<file path="src/rtl/dskdma_pkg.sv">
// Package: shared state encoding and register bit positions for the disk DMA engine.
package dskdma_pkg;

    // Sequencer states: one decision state, one pause state, and the byte/word phases.
    typedef enum logic [2:0] {
        ST_CHECK   = 3'd0,
        ST_PAUSE   = 3'd1,
        ST_DEV_HI  = 3'd2,
        ST_DEV_LO  = 3'd3,
        ST_MEM_WR  = 3'd4,
        ST_MEM_RD  = 3'd5,
        ST_OUT_HI  = 3'd6,
        ST_OUT_LO  = 3'd7
    } dma_state_t;

    // Control field positions in the count/control register.
    localparam int CTRL_DIR_BIT = 14;
    localparam int CTRL_EN_BIT  = 15;
    localparam int RD_FLAG_BIT  = 15;

endpackage

</file>
<file path="src/rtl/dskdma_regs.sv">
// Module: dskdma_regs
// Holds the count/control state and the word address register.
// Assumes: CNT_W <= 14, ADDR_W-LO_W <= SEL_BIT. A CPU write takes priority
// over any internal update in the same cycle.
module dskdma_regs
    import dskdma_pkg::*;
#(
    parameter int CNT_W   = 14,
    parameter int ADDR_W  = 22,
    parameter int LO_W    = 8,
    parameter int SEL_BIT = 14
) (
    input  logic              clk,
    input  logic              rst_n,
    input  logic              cnt_wr,
    input  logic              adr_wr,
    input  logic [SEL_BIT:0]  wr_addr,
    input  logic [15:0]       wr_data,
    input  logic              prime,
    input  logic              step,
    input  logic              finish,
    output logic [CNT_W:0]    count,
    output logic              dir,
    output logic              en,
    output logic              armed,
    output logic [ADDR_W-1:0] waddr,
    output logic [15:0]       rdata
);
    localparam int HI_W = ADDR_W - LO_W;

    // Count, direction, enable and one-shot arm flag.
    always_ff @(posedge clk) begin
        if (!rst_n) begin
            count <= '0;
            dir   <= 1'b0;
            en    <= 1'b0;
            armed <= 1'b0;
        end else if (cnt_wr) begin
            count <= {1'b0, wr_data[CNT_W-1:0]};
            dir   <= wr_data[CTRL_DIR_BIT];
            en    <= wr_data[CTRL_EN_BIT];
            armed <= wr_data[CTRL_EN_BIT];
        end else if (finish) begin
            count <= '0;
            en    <= 1'b0;
        end else if (prime) begin
            count <= count + 1'b1;
            armed <= 1'b0;
        end else if (step) begin
            count <= count + 1'b1;
        end
    end

    // Word address: group loads from the CPU address lines, increment per word.
    always_ff @(posedge clk) begin
        if (!rst_n) begin
            waddr <= '0;
        end else if (adr_wr) begin
            if (wr_addr[SEL_BIT])
                waddr[ADDR_W-1:LO_W] <= wr_addr[HI_W-1:0];
            else
                waddr[LO_W-1:0] <= wr_addr[LO_W-1:0];
        end else if (step) begin
            waddr <= waddr + 1'b1;
        end
    end

    // Readback: count bits with the error flag forced inactive.
    always_comb begin
        rdata              = '0;
        rdata[CNT_W-1:0]   = count[CNT_W-1:0];
        rdata[RD_FLAG_BIT] = 1'b1;
    end

endmodule

</file>
<file path="src/rtl/dskdma_xfer.sv">
// Module: dskdma_xfer
// Sequencer: primes the count, checks the terminal value and burst limit,
// and runs the byte and word phases in either direction.
// Assumes: memory holds mem_req until mem_ack; device read data is valid in
// the cycle dev_rd is high. A count-register write (abort) returns to ST_CHECK.
module dskdma_xfer
    import dskdma_pkg::*;
#(
    parameter int CNT_W       = 14,
    parameter int ADDR_W      = 22,
    parameter int BURST_WORDS = 16
) (
    input  logic              clk,
    input  logic              rst_n,
    input  logic              abort,
    input  logic              en,
    input  logic              armed,
    input  logic              dir,
    input  logic [CNT_W:0]    count,
    input  logic [ADDR_W-1:0] waddr,
    output logic              prime,
    output logic              step,
    output logic              finish,
    output logic              done,
    output logic              bus_hold,
    output logic              mem_req,
    output logic              mem_we,
    output logic [ADDR_W:0]   mem_addr,
    output logic [15:0]       mem_wdata,
    input  logic [15:0]       mem_rdata,
    input  logic              mem_ack,
    input  logic              dev_drq,
    output logic              dev_rd,
    input  logic [7:0]        dev_rdata,
    output logic              dev_wr,
    output logic [7:0]        dev_wdata
);
    localparam logic [CNT_W:0] TERM = {1'b1, {CNT_W{1'b0}}};
    localparam int             BW   = $clog2(BURST_WORDS + 1);
    localparam logic [BW-1:0]  BMAX = BW'(BURST_WORDS);

    dma_state_t    state, nxt;
    logic [15:0]   word_q;
    logic [BW-1:0] burst_q;

    // Next-state and strobe decode.
    always_comb begin
        nxt       = state;
        prime     = 1'b0;
        step      = 1'b0;
        finish    = 1'b0;
        done      = 1'b0;
        mem_req   = 1'b0;
        mem_we    = 1'b0;
        dev_rd    = 1'b0;
        dev_wr    = 1'b0;
        dev_wdata = '0;
        unique case (state)
            ST_CHECK: begin
                if (en) begin
                    if (armed) begin
                        prime = 1'b1;
                    end else if (count == TERM) begin
                        finish = 1'b1;
                        done   = 1'b1;
                    end else if (burst_q == BMAX) begin
                        nxt = ST_PAUSE;
                    end else begin
                        nxt = dir ? ST_MEM_RD : ST_DEV_HI;
                    end
                end
            end
            ST_PAUSE: nxt = ST_CHECK;
            ST_DEV_HI: begin
                if (dev_drq) begin
                    dev_rd = 1'b1;
                    nxt    = ST_DEV_LO;
                end
            end
            ST_DEV_LO: begin
                if (dev_drq) begin
                    dev_rd = 1'b1;
                    nxt    = ST_MEM_WR;
                end
            end
            ST_MEM_WR: begin
                mem_req = 1'b1;
                mem_we  = 1'b1;
                if (mem_ack) begin
                    step = 1'b1;
                    nxt  = ST_CHECK;
                end
            end
            ST_MEM_RD: begin
                mem_req = 1'b1;
                if (mem_ack) nxt = ST_OUT_HI;
            end
            ST_OUT_HI: begin
                dev_wdata = word_q[15:8];
                if (dev_drq) begin
                    dev_wr = 1'b1;
                    nxt    = ST_OUT_LO;
                end
            end
            ST_OUT_LO: begin
                dev_wdata = word_q[7:0];
                if (dev_drq) begin
                    dev_wr = 1'b1;
                    step   = 1'b1;
                    nxt    = ST_CHECK;
                end
            end
            default: nxt = ST_CHECK;
        endcase
    end

    assign mem_addr  = {waddr, 1'b0};
    assign mem_wdata = word_q;
    assign bus_hold  = en && (state != ST_PAUSE);

    // State register with abort back to the decision state.
    always_ff @(posedge clk) begin
        if (!rst_n || abort) state <= ST_CHECK;
        else                 state <= nxt;
    end

    // Word assembly: high byte first from the device, or whole word from memory.
    always_ff @(posedge clk) begin
        if (!rst_n) begin
            word_q <= '0;
        end else begin
            if (state == ST_DEV_HI && dev_drq) word_q[15:8] <= dev_rdata;
            if (state == ST_DEV_LO && dev_drq) word_q[7:0]  <= dev_rdata;
            if (state == ST_MEM_RD && mem_ack) word_q       <= mem_rdata;
        end
    end

    // Words moved in the current bus hold; cleared by a pause, finish or abort.
    always_ff @(posedge clk) begin
        if (!rst_n || abort || finish || state == ST_PAUSE) burst_q <= '0;
        else if (step)                                       burst_q <= burst_q + 1'b1;
    end

endmodule

</file>
<file path="src/rtl/dskdma_top.sv">
// Module: dskdma_top
// Disk DMA engine top: decodes the CPU register port and joins the register
// block to the transfer sequencer.
// Assumes: one register write per cycle; reg_sel picks the target register.
module dskdma_top
    import dskdma_pkg::*;
#(
    parameter int CNT_W       = 14,
    parameter int ADDR_W      = 22,
    parameter int LO_W        = 8,
    parameter int SEL_BIT     = 14,
    parameter int BURST_WORDS = 16
) (
    input  logic              clk,
    input  logic              rst_n,
    input  logic              reg_wr,
    input  logic              reg_sel,
    input  logic [SEL_BIT:0]  reg_addr,
    input  logic [15:0]       reg_wdata,
    output logic [15:0]       reg_rdata,
    output logic              done,
    output logic              bus_hold,
    output logic              mem_req,
    output logic              mem_we,
    output logic [ADDR_W:0]   mem_addr,
    output logic [15:0]       mem_wdata,
    input  logic [15:0]       mem_rdata,
    input  logic              mem_ack,
    input  logic              dev_drq,
    output logic              dev_rd,
    input  logic [7:0]        dev_rdata,
    output logic              dev_wr,
    output logic [7:0]        dev_wdata
);
    logic              cnt_wr, adr_wr;
    logic              prime, step, finish;
    logic [CNT_W:0]    count;
    logic              dir, en, armed;
    logic [ADDR_W-1:0] waddr;

    // Register-port decode.
    assign cnt_wr = reg_wr && !reg_sel;
    assign adr_wr = reg_wr &&  reg_sel;

    dskdma_regs #(
        .CNT_W(CNT_W), .ADDR_W(ADDR_W), .LO_W(LO_W), .SEL_BIT(SEL_BIT)
    ) u_regs (
        .clk(clk), .rst_n(rst_n),
        .cnt_wr(cnt_wr), .adr_wr(adr_wr),
        .wr_addr(reg_addr), .wr_data(reg_wdata),
        .prime(prime), .step(step), .finish(finish),
        .count(count), .dir(dir), .en(en), .armed(armed),
        .waddr(waddr), .rdata(reg_rdata)
    );

    dskdma_xfer #(
        .CNT_W(CNT_W), .ADDR_W(ADDR_W), .BURST_WORDS(BURST_WORDS)
    ) u_xfer (
        .clk(clk), .rst_n(rst_n), .abort(cnt_wr),
        .en(en), .armed(armed), .dir(dir), .count(count), .waddr(waddr),
        .prime(prime), .step(step), .finish(finish), .done(done),
        .bus_hold(bus_hold),
        .mem_req(mem_req), .mem_we(mem_we), .mem_addr(mem_addr),
        .mem_wdata(mem_wdata), .mem_rdata(mem_rdata), .mem_ack(mem_ack),
        .dev_drq(dev_drq), .dev_rd(dev_rd), .dev_rdata(dev_rdata),
        .dev_wr(dev_wr), .dev_wdata(dev_wdata)
    );

endmodule

</file>
<file path="config.mk">
export PLATFORM = sky130hd
export DESIGN_NAME = dskdma_top
export DESIGN_NICKNAME = d
export VERILOG_FILES = /design/src/rtl/dskdma_pkg.sv /design/src/rtl/dskdma_regs.sv /design/src/rtl/dskdma_xfer.sv /design/src/rtl/dskdma_top.sv
export SDC_FILE = /design/constraint.sdc
export NUM_CORES = 1
export LEC_CHECK = 0
export CAP_MARGIN = 20
export CORE_MARGIN = 10
export CORE_UTILIZATION = 40
export CTS_CLUSTER_DIAMETER = 200
export CTS_CLUSTER_SIZE = 40
export DETAILED_ROUTE_END_ITERATION = 12
export PLACE_DENSITY = 0.76
export SLEW_MARGIN = 25
export SYNTH_ARGS = -nofsm -noshare
export SYNTH_HDL_FRONTEND = slang
export SYNTH_HIERARCHICAL = 1
export SYNTH_SLANG_ARGS = --single-unit
</file>
<file path="constraint.sdc">
create_clock -name clk -period 2.5 [get_ports clk]
set_clock_uncertainty 0.1 [all_clocks]
set_input_delay 0.5 -clock clk [delete_from_list [all_inputs] [get_ports clk]]
set_output_delay 0.5 -clock clk [all_outputs]
set_load 0.05 [all_outputs]
</file>
# == Word-level counts from Yosys, hierarchy flattened ==
# Cells that the tools add are included.
# Widths: inputs -> output; s select.
# word_totals
reg_bits,64
in_bits,61
output_inout_bits,69
wordCells,107
# classes
n_addsub,3
eq_ne,22
mux,43
n_bitwise,1
reduce_logical,27
# ops
op,n
$mux 22,2
$mux 14,3
$mux 3,11
$mux 15,2
$mux 8,3
$pmux 3 s8,1
$add 22x1->22 const B,1
$ne 2x2->1 const B,11
$mux 1,18
$mux 16,1
$pmux 8 s2,1
$add 15x1->15 const B,1
$eq 15x15->1 const B,1
$eq 3x3->1 const B,4
$reduce_bool 2->1,6
$reduce_and 9->1,1
$eq 3x2->1 const B,2
$logic_and 1x1->1,6
$reduce_and 2->1,3
$reduce_or 2->1,3
$add 5x1->5 const B,1
$eq 5x5->1 const B,1
$reduce_bool 4->1,1
$eq 3x1->1 const B,1
other kinds (8),11

# == Longest topological paths before layout ==
# Gate-level depths: netlist of the first run.
# logic_depth
ltp_word,7
ltp_mapped,10
mapped_depth_nobuf,7

# == Hierarchy ==
# Netlist of the first run, hierarchy kept.
# by_module_without_submodules
module,instances,cells_each,area_each_um2,seq_area_each_um2
dskdma_regs,1,339,2581.2,800.8
dskdma_xfer,1,202,1731.7,480.5
dskdma_top,1,2,16.3,0.0

# == Least setup slack after synthesis of the first run ==
# OpenSTA, ideal clock, no wires.
# synth_path
path_kind,register -> register
start,reg u_regs.count[9]
end,reg u_regs.count[13]
setup_ns,0.074
t_arrival_ns,3.014
t_required_ns,2.326
path_slack_ns,-0.689
stages_incl_launch_ff,10
n_path_buf,2
period_less_slack_ns,3.189
cell_sequence,dfxtp_1 nor4_1 nand4_1 nor3_1 buf_4 or4_1 clkbuf_1 nand2_1 or3_1 a31oi_1
# synth_via
elab_chain_cells,7
elab_cells_between_ends,11
classes_between,add/sub (1); eq/ne (1); mux (8); reduce/logical (1)
# synth_lines
element,line,source
"start, declared",dskdma_regs.sv:22,"output logic [CNT_W:0] count,"
"start signal, assigned",dskdma_regs.sv:39,"count <= {1'b0, wr_data[CNT_W-1:0]};"
"start signal, assigned",dskdma_regs.sv:47,count <= count + 1'b1;
"start signal, assigned",dskdma_regs.sv:50,count <= count + 1'b1;
$eq 15x15->1 (*),dskdma_xfer.sv:63,end else if (count == TERM) begin
$mux 1 (*) (4 in a row),-,
net done,dskdma_top.sv:21,"output logic done,"
$mux 14,dskdma_regs.sv:43,end else if (finish) begin
$mux 14,dskdma_regs.sv:38,end else if (cnt_wr) begin
# The timed path passes the listed nets; every way through them passes the cells marked *. The select of a mux whose other input is x is not followed.
# A chain may end at the register's enable or synchronous reset.

# == Worst setup path in the final report of the first run ==
# layout_path
start,reg u_regs.waddr[10]
end,out mem_addr[11]
# layout_rtl
element,line,source
"start, declared",dskdma_regs.sv:26,"output logic [ADDR_W-1:0] waddr,"
"start signal, assigned by index",dskdma_regs.sv:60,waddr[ADDR_W-1:LO_W] <= wr_addr[HI_W-1:0];
"start signal, assigned by index",dskdma_regs.sv:62,waddr[LO_W-1:0] <= wr_addr[LO_W-1:0];
"start signal, assigned",dskdma_regs.sv:64,waddr <= waddr + 1'b1;
"end, declared",dskdma_top.sv:25,"output logic [ADDR_W:0] mem_addr,"
# No word-level cell between the ends.

==> results of run 1 <==
power groups by stage:
| stage | Combinational [mW] | Sequential, mW | Clock (mW) |
|---|---|---|---|
| 6_report | 0.603 | 1.10 | 0.796 |
| 5_1_grt | 0.642 | 1.11 | 0.867 |
| 4_1_cts | 0.596 | 1.10 | 0.828 |
| 3_5_place_dp | 0.592 | 1.12 | 0 |
| 3_3_place_gp | 0.586 | 1.12 | 0 |
| 2_1_floorplan | 0.320 | 1.15 | 0 |
cell type report:
cell class / instances / area, um^2
multi-input combinational: 392 / 2600
clock buffer: 10 / 138
timing repair buffer: 185 / 1820
inverter: 16 / 60.1
clock inverter: 6 / 35.0
sequential: 64 / 1280
fill: 953 / 4310
tap: 136 / 170
cell families after synthesis:
kind of cell / after synthesis / share of synthesized area
AOI/OAI and AO/OA: 139 / 0.231
xor gates and xnor gates: 8 / 0.0162
adders and majority gates: 4 / 0.0116
buffers and inverters: 87 / 0.119
DFF: 64 / 0.296
muxes: 27 / 0.0627
other: 3 / 0.00260
and+or+nand+nor: 211 / 0.262
path summary, 6_finish.rpt:
check | endpoint | depth (start not counted)
min | u_regs/en | 2
max reg2reg | u_regs/count[4] | 9
min reg2reg | u_regs/en | 2
max | mem_addr[11] | 1
placed cells by master (no fill, tap or decap), drive strengths merged, types with 3 or more instances in the layout:
cell / instances
xnor2: 3
nand2: 58
ha: 4
or4: 6
nand4: 11
and2: 6
conb: 3
and3: 11
clkinv: 5
nand3: 20
nor2: 37
nand3b: 5
nor4: 8
mux2i: 26
or3: 4
xor2: 5
a22oi: 4
nor3b: 3
nor4b: 3
a31oi: 8
dfxtp: 64
buf: 73
o21ai: 20
o211ai: 7
and4: 6
inv: 15
a21boi: 4
o31ai: 4
o211a: 17
a21oi: 39
clkbuf: 10
nor3: 14
nor2b: 4
nand2b: 7
o31a: 4
clkdlybuf4s50: 112
flip-flops by register name, summed over array words and instances (netlist names):
name              flops
u_regs/count         15
u_regs/armed          1
u_regs/waddr         22
u_xfer/state          3
u_regs/dir            1
u_xfer/burst_q        5
u_xfer/mem_wdata     16
u_regs/en             1
layer usage:
metal  vias to the layer above  part of all wire  routed length (um)  track usage
met1                      2262              0.43                6220        0.217
met3                        20             0.089                1300       0.0484
li1                       2212                 -                   -            -
met2                       239              0.48                6930        0.308
met4                         0            0.0083                 121       0.0439
met5                         -                 0                   0            0
what timing repair did:
item / 4_1_cts / 5_1_grt
pin swaps: 2 / 5
buffers inserted: 1 / 3
endpoints found under the setup margin: 4 / 24
resized for setup: 2 / 11
gates cloned: 0 / 0
through the flow:
step	cells	instance area, um^2	setup WS [ps]
after floorplan	543	4350	-29.6
after global placement	789	5850	-319
after detailed placement	789	5850	-365
after CTS	806	6040	29.9
after global routing	809	6110	-59.8
final	809	6110	50.2
==> results.sh, run 1 <==
export IMPL_worstSkewPairLatency_ps=330
export IMPL_hp_class="flip-flop to flip-flop"
export IMPL_fin_nets=733
export IMPL_grtUsageTotal=0.179
export IMPL_initial_core_util=0.416
export IMPL_routed_wl_um=14600
export IMPL_p_clk_frac=0.319
export IMPL_core_area_um2=10400
export IMPL_cp_num_buf_inv=1
export IMPL_crit_reg2reg_launch="u_regs/count[6]"
export IMPL_mappedNetlistNets=608
export IMPL_drtIter0Drc=411
export IMPL_die_h_um=124
export IMPL_finalCritPeriodShare=0.980
export IMPL_cts_tree="done"
export IMPL_seq_power_share=0.440
export IMPL_max_cap_violations=0
export IMPL_leakage_nw=2.42
export IMPL_drtAntennaViolNets=0
export IMPL_fmax_mhz=408
export IMPL_syn_cell_area_um2=4330
export IMPL_synth_edff_count=0
export IMPL_total_power_mw=2.50
export IMPL_rsz0062_at_grt="true"
export IMPL_fin_worst_hold_slack_ps=399
export IMPL_path_cells="clkdlybuf4s50_1"
export IMPL_ys_seq_elements=64
export IMPL_startpoint="u_regs/waddr[10]"
export IMPL_fin_util=0.586
export IMPL_ys_flop_type="dfxtp_1"
export IMPL_first_global_vias=4636
export IMPL_cts_root_buffer="clkbuf_8"
export IMPL_rrSetupSlack_ps=170
export IMPL_power_density_nw_per_um2=409
export IMPL_swShare=0.319
export IMPL_cpLargestDelayFamily="buffers and inverters"
export IMPL_ys_warn_count=6
export IMPL_routedWlPerCell_um=18.0
export IMPL_async_flop_share=0
export IMPL_timing_hold_violations_final=0
export IMPL_critical_path_required_ps=1900
export IMPL_peakVddDrop_v=0.000238
export IMPL_cts_sinks=64
export IMPL_max_stage_delay_ps=910
export IMPL_grt_max_degree=26
export IMPL_worstSetupStartpointType="flip-flop"
export IMPL_cts_hold_buffers=0
export IMPL_dieWidth_um=124
export IMPL_htreeDepth=3
export IMPL_synth_yosys_seq_area_share=0.296
export IMPL_final_setup_viol_count=0
export IMPL_synth_most_common_cell="dfxtp_1"
export IMPL_critPathSlowestCell="clkdlybuf4s50_1"
export IMPL_clk_pin_slew_ps=70
export IMPL_synth_top_area_cell="dfxtp_1"
export IMPL_num_vias=4733
export IMPL_firstDrtPassIters=5
export IMPL_internal_power_mw=1.70
export IMPL_worstMarginPinSlew_ps=522
export IMPL_die_area_um2=15400
export IMPL_synth_common_cells="64 x dfxtp_1, 57 x nand2_1, 42 x buf_4"
export IMPL_power_switching_uw=796
export IMPL_synthTopCellsByArea="dfxtp_1 30%, buf_4 7.3%, mux2i_1 6.0%"
export IMPL_slew_violations=0
export IMPL_status="completed"
export IMPL_min_from="u_regs/en"
export IMPL_row_count=37
export IMPL_arrival_ps=1850
export IMPL_io_buffers=126
export IMPL_clk_path_buf_depth=2
export IMPL_combPwrFrac=0.241
export IMPL_tns_ps=0
export IMPL_syn_instance_count=543
export IMPL_post_synth_num_cell_types=76
export IMPL_drc=0
export IMPL_globalRouteOverflowTotal=0
export IMPL_max_slew_margin_rel=0.651
export IMPL_drive_gt1_frac=0.169
export IMPL_min_period_ps=2450
export IMPL_antenna_found_initial=0
export IMPL_cp_end_kind="output port"
export IMPL_syn_avg_cell_area_um2=7.97
export IMPL_grt_pass1_wl_um=22700
export IMPL_viasPerCell=5.85
export IMPL_antenna_cells=0
export IMPL_io_pins=130
export IMPL_area_growth_pct=41.1
export IMPL_critical_path_max_fanout=10
export IMPL_cts_inserted_buffers=9
export IMPL_synth_top_area_frac=0.296
export IMPL_gp_congestion=0.939
export IMPL_hpwlAfterDp_um=10900
export IMPL_path_class="flip-flop to output port"
No activity file was read; power rests on OpenSTA's default activity.
==> run 2, diff against run 1 <==
--- a/config.mk
+++ b/config.mk
@@ -12,6 +12,7 @@
 export CTS_CLUSTER_SIZE = 40
 export DETAILED_ROUTE_END_ITERATION = 12
 export PLACE_DENSITY = 0.76
+export RECOVER_POWER = 100
 export SLEW_MARGIN = 25
 export SYNTH_ARGS = -nofsm -noshare
 export SYNTH_HDL_FRONTEND = slang
==> run 2 against run 1 <==
  * Flip-flop and latch count unchanged
  * Sequential share of layout area up 0.73 points
  * Setup slack worse by 15 ps
  * Combinational power down 3.8%
  * Non-clock buffer count unchanged
  * Clock power about the same
  * Design area down 3.4%
  * Wire length up 0.18%
  * Hold slack worse by 2.5 ps
  * Sequential power about the same
  * Total power down 0.85%
  * Die area unchanged
  * Critical endpoint is now u_regs/waddr[5]
  * Largest power group unchanged
==> results.sh, run 2 (synthesized netlist as in run 1, its figures left out) <==
export IMPL_status="completed"
export IMPL_fin_worst_hold_slack_ps=397
export IMPL_rrSetupSlack_ps=130
export IMPL_rsz0062_at_grt="true"
export IMPL_drive_gt1_frac=0.160
export IMPL_grt_util_met1=0.217
export IMPL_fmax_mhz=406
export IMPL_drtAntennaViolNets=0
export IMPL_hp_class="flip-flop to flip-flop"
export IMPL_area_growth_pct=36.4
export IMPL_core_area_um2=10400
export IMPL_worstSetupStartpointType="input port"
export IMPL_gp_congestion=0.939
export IMPL_fin_util=0.567
export IMPL_viasPerCell=5.81
export IMPL_globalRouteOverflowTotal=0
export IMPL_grtUsageTotal=0.179
export IMPL_dieWidth_um=124
export IMPL_cts_inserted_buffers=9
export IMPL_num_vias=4700
export IMPL_cts_hold_buffers=0
export IMPL_largest_reg_flops=22
export IMPL_die_h_um=124
export IMPL_busiest_layer="met2"
export IMPL_critical_path_required_ps=2630
export IMPL_grt_max_degree=26
export IMPL_clk_path_buf_depth=2
export IMPL_cts_root_buffer="clkbuf_8"
export IMPL_antenna_cells=0
export IMPL_slew_violations=0
export IMPL_path_class="input port to flip-flop"
export IMPL_cts_tree="done"
export IMPL_critPathSlowestCell="clkdlybuf4s50_1"
export IMPL_cpMostUsedCell="buf_4"
export IMPL_power_density_nw_per_um2=419
export IMPL_io_pins=130
export IMPL_final_setup_viol_count=0
export IMPL_max_slew_margin_rel=0.590
export IMPL_regMostFlops="u_regs/waddr"
export IMPL_critical_path_max_fanout=8
export IMPL_finalCritPeriodShare=0.986
export IMPL_antenna_found_initial=0
export IMPL_path_cells="clkdlybuf4s50_1, nor3b_1, buf_4, o21ai_1, inv_2, buf_4, buf_4, o21ai_0, clkbuf_2, a21oi_1, o221a_2"
export IMPL_routedWlPerCell_um=18.1
export IMPL_worstSkewPairLatency_ps=340
export IMPL_htreeDepth=3
export IMPL_grt_pass1_wl_um=22700
export IMPL_hpwlAfterDp_um=10900
export IMPL_n_fill_cell=981
export IMPL_drc=0
export IMPL_firstDrtPassIters=5
export IMPL_min_period_ps=2470
export IMPL_arrival_ps=2590
export IMPL_use_met2=0.308
export IMPL_drtIter0Drc=433
export IMPL_routed_wl_um=14600
export IMPL_cp_end_kind="flip-flop"
export IMPL_layout_common_cells="61 x clkdlybuf4s50_1, 61 x dfxtp_1, 57 x nand2_1, 52 x buf_4, 51 x dlygate4sd3_1"
export IMPL_first_global_vias=4636
export IMPL_initial_core_util=0.416
export IMPL_worstMarginPinSlew_ps=614
export IMPL_max_stage_delay_ps=420
export IMPL_die_area_um2=15400
export IMPL_cts_sinks=64
export IMPL_peakVddDrop_v=0.000240
export IMPL_max_cap_violations=0
export IMPL_fin_nets=733
export IMPL_clk_pin_slew_ps=70
export IMPL_leakage_nw=2.52
export IMPL_timing_hold_violations_final=0
export IMPL_grt_use_met3=0.0484
export IMPL_row_count=37
export IMPL_io_buffers=126
-- run 2: layout make-up --
class                           instances  area (um^2)  area share
Inverter                               16         60.1      0.0102
Clock inverter                          6         35.0     0.00593
Tap cell                              136          170      0.0288
Multi-Input combinational cell        392         2580       0.437
Timing Repair Buffer                  185         1630       0.277
Clock buffer                           10          138      0.0233
Sequential cell                        64         1280       0.218
-- run 2: per-layer routing --
metal | share of wire | vias to the layer above
li1 | - | 2217
met1 | 0.43 | 2219
met2 | 0.47 | 245
met3 | 0.091 | 19
met4 | 0.0073 | 0
met5 | 0 | -
-- run 2: stage by stage --
stage               instance area [um^2]  worst slack [ps]  setup TNS, ps  cells  power, mW
global route                        5900             -59.4           -218    809       2.59
floorplan                           4350             -29.6          -29.6    543       1.47
CTS                                 6040              29.9              0    806       2.52
finish                              5900              35.0              0    809       2.48
detailed placement                  5850              -365          -7760    789       1.71
global placement                    5850              -319          -6530    789       1.70
-- run 2: final timing paths --
path / from / to / cells after the start
worst min-delay path: u_regs/en / u_regs/en / 2
worst max register to register: u_regs/count[9] / u_regs/count[1] / 9
worst min register to register: u_regs/en / u_regs/en / 2
worst max-delay path: mem_ack / u_regs/waddr[5] / 11
-- run 2: worst max-delay path: cells and delay by family --
family / cells / cell delay (ps)
buf+inv: 6 / 1220
compound gates: 4 / 730
simple gates: 1 / 140
-- run 2: what timing repair did --
action	4_1_cts	5_1_grt
buffers inserted	1	3
pin swaps	2	5
setup endpoints to repair	4	24
resized for setup	2	11
-- run 2: power breakdown --
part | leakage [nW] | switching [mW] | internal (mW)
logic | 1.91 | 0.335 | 0.245
registers | 0.521 | 0.0418 | 1.06
clock network | 0.0878 | 0.418 | 0.380
